==> config.mk <==
export PLATFORM = sky130hd
export DESIGN_NAME = spi_reg_target
export DESIGN_NICKNAME = d
export VERILOG_FILES = /design/src/rtl/spi_reg_pkg.sv /design/src/rtl/spi_pin_sync.sv /design/src/rtl/spi_frame_engine.sv /design/src/rtl/ctl_reg_bank.sv /design/src/rtl/spi_reg_target.sv
export SDC_FILE = /design/constraint.sdc
export NUM_CORES = 1
export LEC_CHECK = 0
export BUFFER_PORTS_ARGS = -buffer_cell sky130_fd_sc_hd__buf_2
export CORE_ASPECT_RATIO = 2
export CORE_MARGIN = 2
export CORE_UTILIZATION = 40
export DETAILED_ROUTE_END_ITERATION = 16
export GPL_ROUTABILITY_DRIVEN = 0
export GPL_TIMING_DRIVEN = 0
export PLACE_DENSITY = 0.63
export SYNTH_ARGS = -nofsm -noshare
export SYNTH_HDL_FRONTEND = slang
export SYNTH_HIERARCHICAL = 1
export SYNTH_SLANG_ARGS = --single-unit
export TNS_END_PERCENT = 100
==> constraint.sdc <==
create_clock -name clk_i -period 1.88 [get_ports clk_i]
set_input_delay 0.282 -clock clk_i [delete_from_list [all_inputs] [get_ports clk_i]]
set_output_delay 0.282 -clock clk_i [all_outputs]
set_load 0.02 [all_outputs]
==> src/rtl/spi_reg_pkg.sv <==
package spi_reg_pkg;

   // Register map (address values are part of the host contract)
   localparam int unsigned REG_REVISION = 32'h00;
   localparam int unsigned REG_XCVR_RST = 32'h10;
   localparam int unsigned REG_LO_LOCK  = 32'h11;

   // Bit positions inside the lock status word
   localparam int unsigned LOCK_TX_BIT  = 0;
   localparam int unsigned LOCK_RX_BIT  = 1;

   // Bit inside the reset-control data that triggers the pulse
   localparam int unsigned XRST_GO_BIT  = 0;

   function automatic int unsigned frame_bits(input int unsigned aw, input int unsigned dw);
      return 1 + aw + dw;
   endfunction

   function automatic int unsigned header_bits(input int unsigned aw);
      return 1 + aw;
   endfunction

endpackage

==> src/rtl/spi_pin_sync.sv <==
module spi_pin_sync #(
   parameter int unsigned          WIDTH     = 1,
   parameter int unsigned          STAGES    = 2,
   parameter logic [WIDTH-1:0]     RESET_VAL = '0
) (
   input  logic             clk_i,
   input  logic             rst_ni,
   input  logic [WIDTH-1:0] d_i,
   output logic [WIDTH-1:0] q_o
);

   if (STAGES < 2) begin : g_bad_stages
      $error("spi_pin_sync: STAGES must be at least 2");
   end
   if (WIDTH < 1) begin : g_bad_width
      $error("spi_pin_sync: WIDTH must be at least 1");
   end

   logic [STAGES-1:0][WIDTH-1:0] chain_q;

   always_ff @(posedge clk_i or negedge rst_ni) begin
      if (!rst_ni) begin
         chain_q <= {STAGES{RESET_VAL}};
      end else begin
         chain_q <= {chain_q[STAGES-2:0], d_i};
      end
   end

   assign q_o = chain_q[STAGES-1];

endmodule

==> src/rtl/spi_frame_engine.sv <==
module spi_frame_engine
   import spi_reg_pkg::*;
#(
   parameter int unsigned ADDR_W = 7,
   parameter int unsigned DATA_W = 16
) (
   input  logic              clk_i,
   input  logic              rst_ni,
   input  logic              sclk_i,
   input  logic              cs_ni,
   input  logic              mosi_i,
   // write port towards the register file
   output logic              wr_en_o,
   output logic [ADDR_W-1:0] wr_addr_o,
   output logic [DATA_W-1:0] wr_data_o,
   // read port towards the register file
   output logic [ADDR_W-1:0] rd_addr_o,
   input  logic [DATA_W-1:0] rd_data_i,
   output logic              miso_o
);

   localparam int unsigned FRAME_W = frame_bits(ADDR_W, DATA_W);
   localparam int unsigned HDR_W   = header_bits(ADDR_W);
   localparam int unsigned CNT_W   = $clog2(FRAME_W + 1);
   localparam logic [CNT_W-1:0] CNT_FULL = CNT_W'(FRAME_W);
   localparam logic [CNT_W-1:0] CNT_LAST = CNT_W'(FRAME_W - 1);
   localparam logic [CNT_W-1:0] CNT_HDR  = CNT_W'(HDR_W - 1);
   localparam logic [CNT_W-1:0] CNT_DATA = CNT_W'(HDR_W);

   if (DATA_W < 2) begin : g_bad_data
      $error("spi_frame_engine: DATA_W must be at least 2");
   end
   if (ADDR_W < 1) begin : g_bad_addr
      $error("spi_frame_engine: ADDR_W must be at least 1");
   end

   logic               sclk_d_q;
   logic [CNT_W-1:0]   bit_cnt_q;
   logic [FRAME_W-1:0] shift_q;
   logic [DATA_W-1:0]  tx_q;
   logic               rd_mode_q;

   logic               sclk_rise;
   logic               sclk_fall;
   logic               take_bit;
   logic [FRAME_W-1:0] shift_nxt;
   logic               hdr_done;
   logic               frame_done;
   logic               rd_start;

   assign sclk_rise  = sclk_i & ~sclk_d_q;
   assign sclk_fall  = ~sclk_i & sclk_d_q;
   assign take_bit   = sclk_rise & ~cs_ni & (bit_cnt_q != CNT_FULL);
   assign shift_nxt  = {shift_q[FRAME_W-2:0], mosi_i};

   assign hdr_done   = take_bit & (bit_cnt_q == CNT_HDR);
   assign frame_done = take_bit & (bit_cnt_q == CNT_LAST);

   // header is complete in shift_nxt when hdr_done: flag above the address
   assign rd_start   = hdr_done & shift_nxt[HDR_W-1];
   assign rd_addr_o  = shift_nxt[ADDR_W-1:0];

   // full frame is present in shift_nxt when frame_done
   assign wr_en_o    = frame_done & ~shift_nxt[FRAME_W-1];
   assign wr_addr_o  = shift_nxt[DATA_W +: ADDR_W];
   assign wr_data_o  = shift_nxt[DATA_W-1:0];

   always_ff @(posedge clk_i or negedge rst_ni) begin
      if (!rst_ni) begin
         sclk_d_q <= 1'b0;
      end else begin
         sclk_d_q <= sclk_i;
      end
   end

   always_ff @(posedge clk_i or negedge rst_ni) begin
      if (!rst_ni) begin
         bit_cnt_q <= '0;
         shift_q   <= '0;
         tx_q      <= '0;
         rd_mode_q <= 1'b0;
      end else if (cs_ni) begin
         bit_cnt_q <= '0;
         shift_q   <= '0;
         tx_q      <= '0;
         rd_mode_q <= 1'b0;
      end else if (take_bit) begin
         shift_q   <= shift_nxt;
         bit_cnt_q <= bit_cnt_q + 1'b1;
         if (rd_start) begin
            rd_mode_q <= 1'b1;
            tx_q      <= rd_data_i;
         end
      end else if (sclk_fall && rd_mode_q && (bit_cnt_q > CNT_DATA)) begin
         tx_q <= {tx_q[DATA_W-2:0], 1'b0};
      end
   end

   assign miso_o = rd_mode_q & tx_q[DATA_W-1];

endmodule

==> src/rtl/ctl_reg_bank.sv <==
module ctl_reg_bank
   import spi_reg_pkg::*;
#(
   parameter int unsigned ADDR_W       = 7,
   parameter int unsigned DATA_W       = 16,
   parameter int unsigned REV_MAJOR    = 1,
   parameter int unsigned REV_MINOR    = 0,
   parameter int unsigned PULSE_CYCLES = 16,
   parameter bit          LOCK_SYNC    = 1'b1,
   parameter int unsigned SYNC_STAGES  = 2
) (
   input  logic              clk_i,
   input  logic              rst_ni,
   input  logic              wr_en_i,
   input  logic [ADDR_W-1:0] wr_addr_i,
   input  logic [DATA_W-1:0] wr_data_i,
   input  logic [ADDR_W-1:0] rd_addr_i,
   output logic [DATA_W-1:0] rd_data_o,
   input  logic              tx_lock_i,
   input  logic              rx_lock_i,
   output logic              xcvr_rst_o
);

   localparam int unsigned REV_W = DATA_W / 2;
   localparam int unsigned PCW   = $clog2(PULSE_CYCLES + 1);
   localparam logic [PCW-1:0] PULSE_LOAD = PCW'(PULSE_CYCLES);
   localparam logic [ADDR_W-1:0] A_REV  = ADDR_W'(REG_REVISION);
   localparam logic [ADDR_W-1:0] A_XRST = ADDR_W'(REG_XCVR_RST);
   localparam logic [ADDR_W-1:0] A_LOCK = ADDR_W'(REG_LO_LOCK);

   if (PULSE_CYCLES < 1) begin : g_bad_pulse
      $error("ctl_reg_bank: PULSE_CYCLES must be at least 1");
   end
   if ((DATA_W % 2) != 0 || DATA_W < 4) begin : g_bad_data
      $error("ctl_reg_bank: DATA_W must be even and at least 4");
   end
   if (ADDR_W < 5) begin : g_bad_addr
      $error("ctl_reg_bank: ADDR_W too narrow for the register map");
   end
   if (REV_MAJOR >= (1 << REV_W) || REV_MINOR >= (1 << REV_W)) begin : g_bad_rev
      $error("ctl_reg_bank: revision number does not fit its field");
   end

   // ---------------- lock status inputs ----------------
   logic [1:0] lock_raw;
   logic [1:0] lock_s;

   assign lock_raw[LOCK_TX_BIT] = tx_lock_i;
   assign lock_raw[LOCK_RX_BIT] = rx_lock_i;

   if (LOCK_SYNC) begin : g_lock_sync
      spi_pin_sync #(
         .WIDTH     (2),
         .STAGES    (SYNC_STAGES),
         .RESET_VAL (2'b00)
      ) u_lock_sync (
         .clk_i  (clk_i),
         .rst_ni (rst_ni),
         .d_i    (lock_raw),
         .q_o    (lock_s)
      );
   end else begin : g_lock_direct
      assign lock_s = lock_raw;
   end

   // ---------------- reset pulse generator ----------------
   logic [PCW-1:0] pulse_cnt_q;
   logic           pulse_go;
   logic           unused_wr_hi;

   assign pulse_go     = wr_en_i & (wr_addr_i == A_XRST) & wr_data_i[XRST_GO_BIT];
   assign unused_wr_hi = ^wr_data_i;

   always_ff @(posedge clk_i or negedge rst_ni) begin
      if (!rst_ni) begin
         pulse_cnt_q <= '0;
      end else if (pulse_cnt_q != '0) begin
         pulse_cnt_q <= pulse_cnt_q - 1'b1;
      end else if (pulse_go) begin
         pulse_cnt_q <= PULSE_LOAD;
      end
   end

   assign xcvr_rst_o = (pulse_cnt_q != '0);

   // ---------------- read multiplexer ----------------
   always_comb begin
      rd_data_o = '0;
      if (rd_addr_i == A_REV) begin
         rd_data_o[DATA_W-1:REV_W] = REV_W'(REV_MAJOR);
         rd_data_o[REV_W-1:0]      = REV_W'(REV_MINOR);
      end else if (rd_addr_i == A_LOCK) begin
         rd_data_o[LOCK_TX_BIT] = lock_s[LOCK_TX_BIT];
         rd_data_o[LOCK_RX_BIT] = lock_s[LOCK_RX_BIT];
      end
   end

endmodule

==> src/rtl/spi_reg_target.sv <==
module spi_reg_target
   import spi_reg_pkg::*;
#(
   parameter int unsigned ADDR_W       = 7,
   parameter int unsigned DATA_W       = 16,
   parameter int unsigned REV_MAJOR    = 1,
   parameter int unsigned REV_MINOR    = 0,
   parameter int unsigned PULSE_CYCLES = 16,
   parameter int unsigned SYNC_STAGES  = 2,
   parameter bit          LOCK_SYNC    = 1'b1
) (
   input  logic clk_i,
   input  logic rst_ni,
   input  logic spi_sclk_i,
   input  logic spi_cs_ni,
   input  logic spi_mosi_i,
   output logic spi_miso_o,
   input  logic tx_lo_lock_i,
   input  logic rx_lo_lock_i,
   output logic xcvr_rst_o
);

   localparam int unsigned FRAME_W = frame_bits(ADDR_W, DATA_W);

   if (FRAME_W > 64) begin : g_bad_frame
      $error("spi_reg_target: frame wider than 64 bits");
   end

   logic              sclk_s;
   logic              cs_n_s;
   logic              mosi_s;
   logic              wr_en;
   logic [ADDR_W-1:0] wr_addr;
   logic [DATA_W-1:0] wr_data;
   logic [ADDR_W-1:0] rd_addr;
   logic [DATA_W-1:0] rd_data;

   // pin order {sclk, cs_n, mosi}; chip-select resets deasserted
   spi_pin_sync #(
      .WIDTH     (3),
      .STAGES    (SYNC_STAGES),
      .RESET_VAL (3'b010)
   ) u_pin_sync (
      .clk_i  (clk_i),
      .rst_ni (rst_ni),
      .d_i    ({spi_sclk_i, spi_cs_ni, spi_mosi_i}),
      .q_o    ({sclk_s, cs_n_s, mosi_s})
   );

   spi_frame_engine #(
      .ADDR_W (ADDR_W),
      .DATA_W (DATA_W)
   ) u_engine (
      .clk_i     (clk_i),
      .rst_ni    (rst_ni),
      .sclk_i    (sclk_s),
      .cs_ni     (cs_n_s),
      .mosi_i    (mosi_s),
      .wr_en_o   (wr_en),
      .wr_addr_o (wr_addr),
      .wr_data_o (wr_data),
      .rd_addr_o (rd_addr),
      .rd_data_i (rd_data),
      .miso_o    (spi_miso_o)
   );

   ctl_reg_bank #(
      .ADDR_W       (ADDR_W),
      .DATA_W       (DATA_W),
      .REV_MAJOR    (REV_MAJOR),
      .REV_MINOR    (REV_MINOR),
      .PULSE_CYCLES (PULSE_CYCLES),
      .LOCK_SYNC    (LOCK_SYNC),
      .SYNC_STAGES  (SYNC_STAGES)
   ) u_regs (
      .clk_i      (clk_i),
      .rst_ni     (rst_ni),
      .wr_en_i    (wr_en),
      .wr_addr_i  (wr_addr),
      .wr_data_i  (wr_data),
      .rd_addr_i  (rd_addr),
      .rd_data_o  (rd_data),
      .tx_lock_i  (tx_lo_lock_i),
      .rx_lock_i  (rx_lo_lock_i),
      .xcvr_rst_o (xcvr_rst_o)
   );

endmodule

* Yosys cells after proc, flatten, opt, wreduce, memory -nomap -nowiden *
Index checks and enable logic that the tools add are counted.

cells by class
  muxes and demuxes = 16
  reduce and logical (&&, ||, !) cells = 10
  bitwise logic cells = 15
  eq/ne operators = 6
  $add $sub $neg = 2
  $lt $le $gt $ge = 1

operator list
  operator                                                               count
  16-bit 2-to-1 mux                                                      4
  23-bit 2-to-1 mux                                                      2
  5-bit 2-to-1 mux                                                       4
  7-bit by 5-bit == test with 1-bit output (second input constant)       2
  1-bit bitwise AND                                                      11
  7-bit zero test                                                        1
  7-bit 2-to-1 mux                                                       1
  2-bit nonzero test                                                     3
  5-bit by 1-bit adder with 5-bit output (second input constant)         1
  5-bit by 3-bit == test with 1-bit output (second input constant)       1
  5-bit == test (second input constant)                                  1
  5-bit by 4-bit > comparator with 1-bit output (second input constant)  1
  5-bit != test (second input constant)                                  1
  5-bit nonzero test                                                     1
  5-bit by 1-bit subtractor with 5-bit output (second input constant)    1
  2-bit 2-to-1 mux                                                       2
  1-bit NOT                                                              4
  2-bit AND reduction                                                    2
  1-bit 2-to-1 mux                                                       3
  3-bit != test (second input constant)                                  1
  3-bit nonzero test                                                     1
  1-bit logical AND                                                      2

word-level totals
  output and inout bits = 2
  input port bits = 7
  register bits = 61
  word-level logic and storage cells = 60

* Depth between registers and ports, before layout *
  depth after elaboration = 10
  gate-level depth with buffers = 9
  gate-level depth less buffers = 6

* Modules after synthesis *
The synthesis kept the hierarchy.

by module, submodules not included
  module                                          sequential area each (sq um)  times used  cells an instance  area each (sq um)
  spi_frame_engine                                1151.1                        1           255                2473.6
  ctl_reg_bank                                    125.1                         1           46                 419.2
  spi_pin_sync at u_pin_sync                      152.6                         1           9                  175.2
  spi_pin_sync at u_regs.g_lock_sync.u_lock_sync  100.1                         1           6                  115.1

* Least setup slack after synthesis *
OpenSTA, ideal clock, no wires.

  kind = register -> register
  start = register u_engine.bit_cnt_q[0]
  end = register u_engine.tx_q[10]
  stages on the path, launching flop included = 8
  buffers on the path = 1
  clock period less this slack = 1832 ps
  setup slack = 48 ps
  data required time = 1755 ps
  data arrival time = 1707 ps
  library setup time = 125 ps
  path through = dfrtp_1 -> inv_1 -> ha_1 -> nand2b_4 -> a21oi_2 -> o311ai_4 -> buf_12 -> mux2_4

between the ends
  word-level cells in the longest chain between the ends = 6
  elaborated cells between the ends (all ways) = 12
  those cells by class = 1 x order compare; 3 x eq/ne; 2 x mux; 3 x bitwise; 3 x reduce/logical

ends and longest elaborated chain
  what                                  line                    text
  start, declared                       spi_frame_engine.sv:38  logic [CNT_W-1:0] bit_cnt_q;
  start signal, assigned                spi_frame_engine.sv:89  bit_cnt_q <= bit_cnt_q + 1'b1;
  5-bit != test                         spi_frame_engine.sv:53  assign take_bit = sclk_rise & ~cs_ni & (bit_cnt_q != CNT_FULL);
  1-bit bitwise AND                     spi_frame_engine.sv:53
  1-bit bitwise AND                     spi_frame_engine.sv:56  assign hdr_done = take_bit & (bit_cnt_q == CNT_HDR);
  1-bit bitwise AND                     spi_frame_engine.sv:60  assign rd_start = hdr_done & shift_nxt[HDR_W-1];
  3-bit != test (no source line)        n/a
  2-bit AND reduction (no source line)  n/a
  end signal, assigned                  spi_frame_engine.sv:92  tx_q <= rd_data_i;
  end signal, assigned                  spi_frame_engine.sv:95  tx_q <= {tx_q[DATA_W-2:0], 1'b0};
  end, declared                         spi_frame_engine.sv:40  logic [DATA_W-1:0] tx_q;

Parallel ways exist; a longest one is shown, timed or not.
A chain may end at the register's enable or synchronous reset.

* Final worst setup path *
  start = register u_engine.bit_cnt_q[1]
  end = register u_engine.tx_q[15]

The elaborated chain is that of the path after synthesis.

==> results.sh <==
export IMPL_cts_buffers=9
export IMPL_critPathMaxStageDelay_ns=0.39
export IMPL_final_layout_size_suffix_gt1_frac=0.279
export IMPL_dieWidth_um=66.0
export IMPL_grt_max_degree=62
export IMPL_ctsLongestPathBuffers=2
export IMPL_coreArea_um2=7540
export IMPL_clock_root_buffer="clkbuf_16"
export IMPL_p_seq_frac=0.420
export IMPL_final_max_slew_violation_count=0
export IMPL_required_ns=2.09
export IMPL_cp_slowest_cell="o311ai_4"
export IMPL_path_class="register to register"
export IMPL_die_h_um=128
export IMPL_hold_class="input port to async pin"
export IMPL_synth_cells=301
export IMPL_netSwitchingFraction=0.215
export IMPL_drc_errors=0
export IMPL_drt_iter0_markers=69
export IMPL_nets=346
export IMPL_stdcell_area_um2=3650
export IMPL_gr_max_usage_layer="met2"
export IMPL_rsz0062_at_grt="no"
export IMPL_hold_viol_final=0
export IMPL_critPathCaptureType="register"
export IMPL_status="finished, final reports clean"
export IMPL_start_util=0.407
export IMPL_multiInputGateArea_um2=1250
export IMPL_cp_top_family="compound AO/OA/AOI/OAI gates"
export IMPL_portBuffers=8
export IMPL_vias_per_cell=4.65
export IMPL_antenna_found_initial=0
export IMPL_cp_start_kind="register"
export IMPL_grt_use_met3=0.0351
export IMPL_ios=9
export IMPL_ir_worst_vdd_mv=0.723
export IMPL_dieArea_um2=8440
export IMPL_fin_util=0.483
export IMPL_crit_buf_inv=2
export IMPL_grt_pass1_vias=2100
export IMPL_vias=2024
export IMPL_met2_usage=0.263
export IMPL_comb_power_share=0.075
export IMPL_synth_area_um2=3070
export IMPL_grt_remaining_overflow=0
export IMPL_avgRoutedWirePerCell_um=12.2
export IMPL_n_antenna_cell=0
export IMPL_yosysWarnings=6
export IMPL_met1_usage=0.156
export IMPL_clock_sink_count=61
export IMPL_place_area_um2=3270
export IMPL_tightestPinTransition_ns=0.775
export IMPL_num_rows=45
export IMPL_path_cells="inv_1 -> ha_1 -> nand2b_4 -> a21oi_2 -> o311ai_4 -> buf_4 -> mux2_2"
export IMPL_max_freq_mhz=553
export IMPL_nFillCells=744
export IMPL_syn_avg_cell_area_um2=10.2
export IMPL_ctsHtreeMaxLevel=3
export IMPL_drt_total_wl_mm=5.32
export IMPL_hpwl_mm=3.69
export IMPL_setup_violations=0
export IMPL_cts_tree="built"
export IMPL_p_leak_uw=0.00174
export IMPL_power_density_nw_per_um2=895
export IMPL_antenna_left=0
export IMPL_critical_path_arrival_ns=2.01
export IMPL_relSlewSlack=0.483
export IMPL_min_period_over_period=0.962
export IMPL_intPower_uw=2560
export IMPL_cp_max_fo=4
export IMPL_grtUsageTotal=0.149
export IMPL_clkPwrFrac=0.505
export IMPL_cap_viol_max_count=0
export IMPL_switchingPower_uw=701
export IMPL_clk_latency_ns=0.32
export IMPL_area_delta_synth_final_pct=18.8
export IMPL_drtPass1Iterations=4
export IMPL_clock_skew_ns=0.00703
export IMPL_grt_pass1_wl_mm=9.45
export IMPL_layout_min_cycle_time_ns=1.81
export IMPL_seq_area_um2=1530
export IMPL_path_clk_slew_ns=0.05
-- worst register-to-register path, stage by stage, from the launching register on --
cell	delay, ns
dfrtp_1	0.36
inv_1	0.05
ha_1	0.20
nand2b_4	0.10
a21oi_2	0.08
o311ai_4	0.39
buf_4	0.19
mux2_2	0.32
-- worst paths after layout --
check | startpoint | to | slack, ns | depth (start not counted)
setup / recovery | u_engine/bit_cnt_q[1] | u_engine/tx_q[15] | 0.07 | 7
hold / removal | rst_ni | u_pin_sync/chain_q[2] | 0.04 | 1
setup reg to reg | u_engine/bit_cnt_q[1] | u_engine/tx_q[15] | 0.07 | 7
hold reg to reg | u_regs/g_lock_sync.u_lock_sync/chain_q[1] | u_regs/g_lock_sync.u_lock_sync/q_o[1] | 0.35 | 0
max in group asynchronous | rst_ni | u_engine/bit_cnt_q[0] | 1.33 | 1
min in group clk_i | spi_mosi_i | u_pin_sync/chain_q[0] | 0.06 | 1
-- per-stage QoR --
| stage | hold slack, ns | instances | TNS, ns | power (uW) | worst slack (ns) |
|---|---|---|---|---|---|
| 2_1_floorplan | -0.0136 | 313 | 0 | 1560 | 0.0479 |
| 3_3_place_gp | 0.332 | 415 | -1.18 | 1630 | -0.122 |
| 3_5_place_dp | 0.336 | 415 | -1.27 | 1630 | -0.130 |
| 4_1_cts | 0.0473 | 434 | 0 | 3300 | 0.0102 |
| 5_1_grt | 0.0508 | 435 | 0 | 3390 | 0.00889 |
| 6_report | 0.0361 | 435 | 0 | 3260 | 0.0713 |
-- routing by layer --
| metal | routed length [um] | share of wire |
|---|---|---|
| met5 | 0 | 0 |
| met4 | 156 | 0.029 |
| met3 | 122 | 0.023 |
| met2 | 2960 | 0.56 |
| met1 | 2080 | 0.39 |
-- power by group through the flow --
stage          Combinational (uW)  Clock, uW  Sequential, uW
3_5_place_dp                  234          0            1390
2_1_floorplan                 170          0            1390
6_report                      246       1650            1370
3_3_place_gp                  232          0            1390
4_1_cts                       238       1690            1370
5_1_grt                       276       1740            1370
-- cells in the final DEF, fill, tap and decap left out, types with 5 or more instances in the layout --
master,instances
clkbuf_1,6
conb_1,13
dfrtp_1,59
inv_1,7
mux2i_1,15
buf_4,37
buf_2,8
nand2_1,83
clkbuf_16,9
a21oi_1,25
mux2_4,11
mux2_2,5
nor2_1,7
-- flip-flops by register name, summed over array words and instances, names as in the netlist --
name and cells:
u_engine/sclk_d_q 1, u_regs/g_lock_sync.u_lock_sync/chain_q 2, u_regs/g_lock_sync.u_lock_sync/q_o 2, u_regs/pulse_cnt_q 5, u_engine/tx_q 16, u_engine/bit_cnt_q 5, u_engine/rd_mode_q 1, u_engine/shift_q 23
u_pin_sync/chain_q 3, u_pin_sync/q_o 3
-- what timing repair did --
item	4_1_cts	5_1_grt
gates resized for setup	0	12
setup buffers	3	3
hold buffers	0	0
pin swaps	1	4
setup endpoints to repair	16	29
cloned	0	0
-- layout make-up --
class	instances	share of cell area
plain buffers	45	0.0899
well taps	94	0.0322
multi-input cells	198	0.343
clock inverters	4	0.0130
clock buffers	12	0.0703
inverters	7	0.00720
repair buffers	14	0.0250
flip-flops and latches	61	0.419
(Power assumes the default switching activity.)
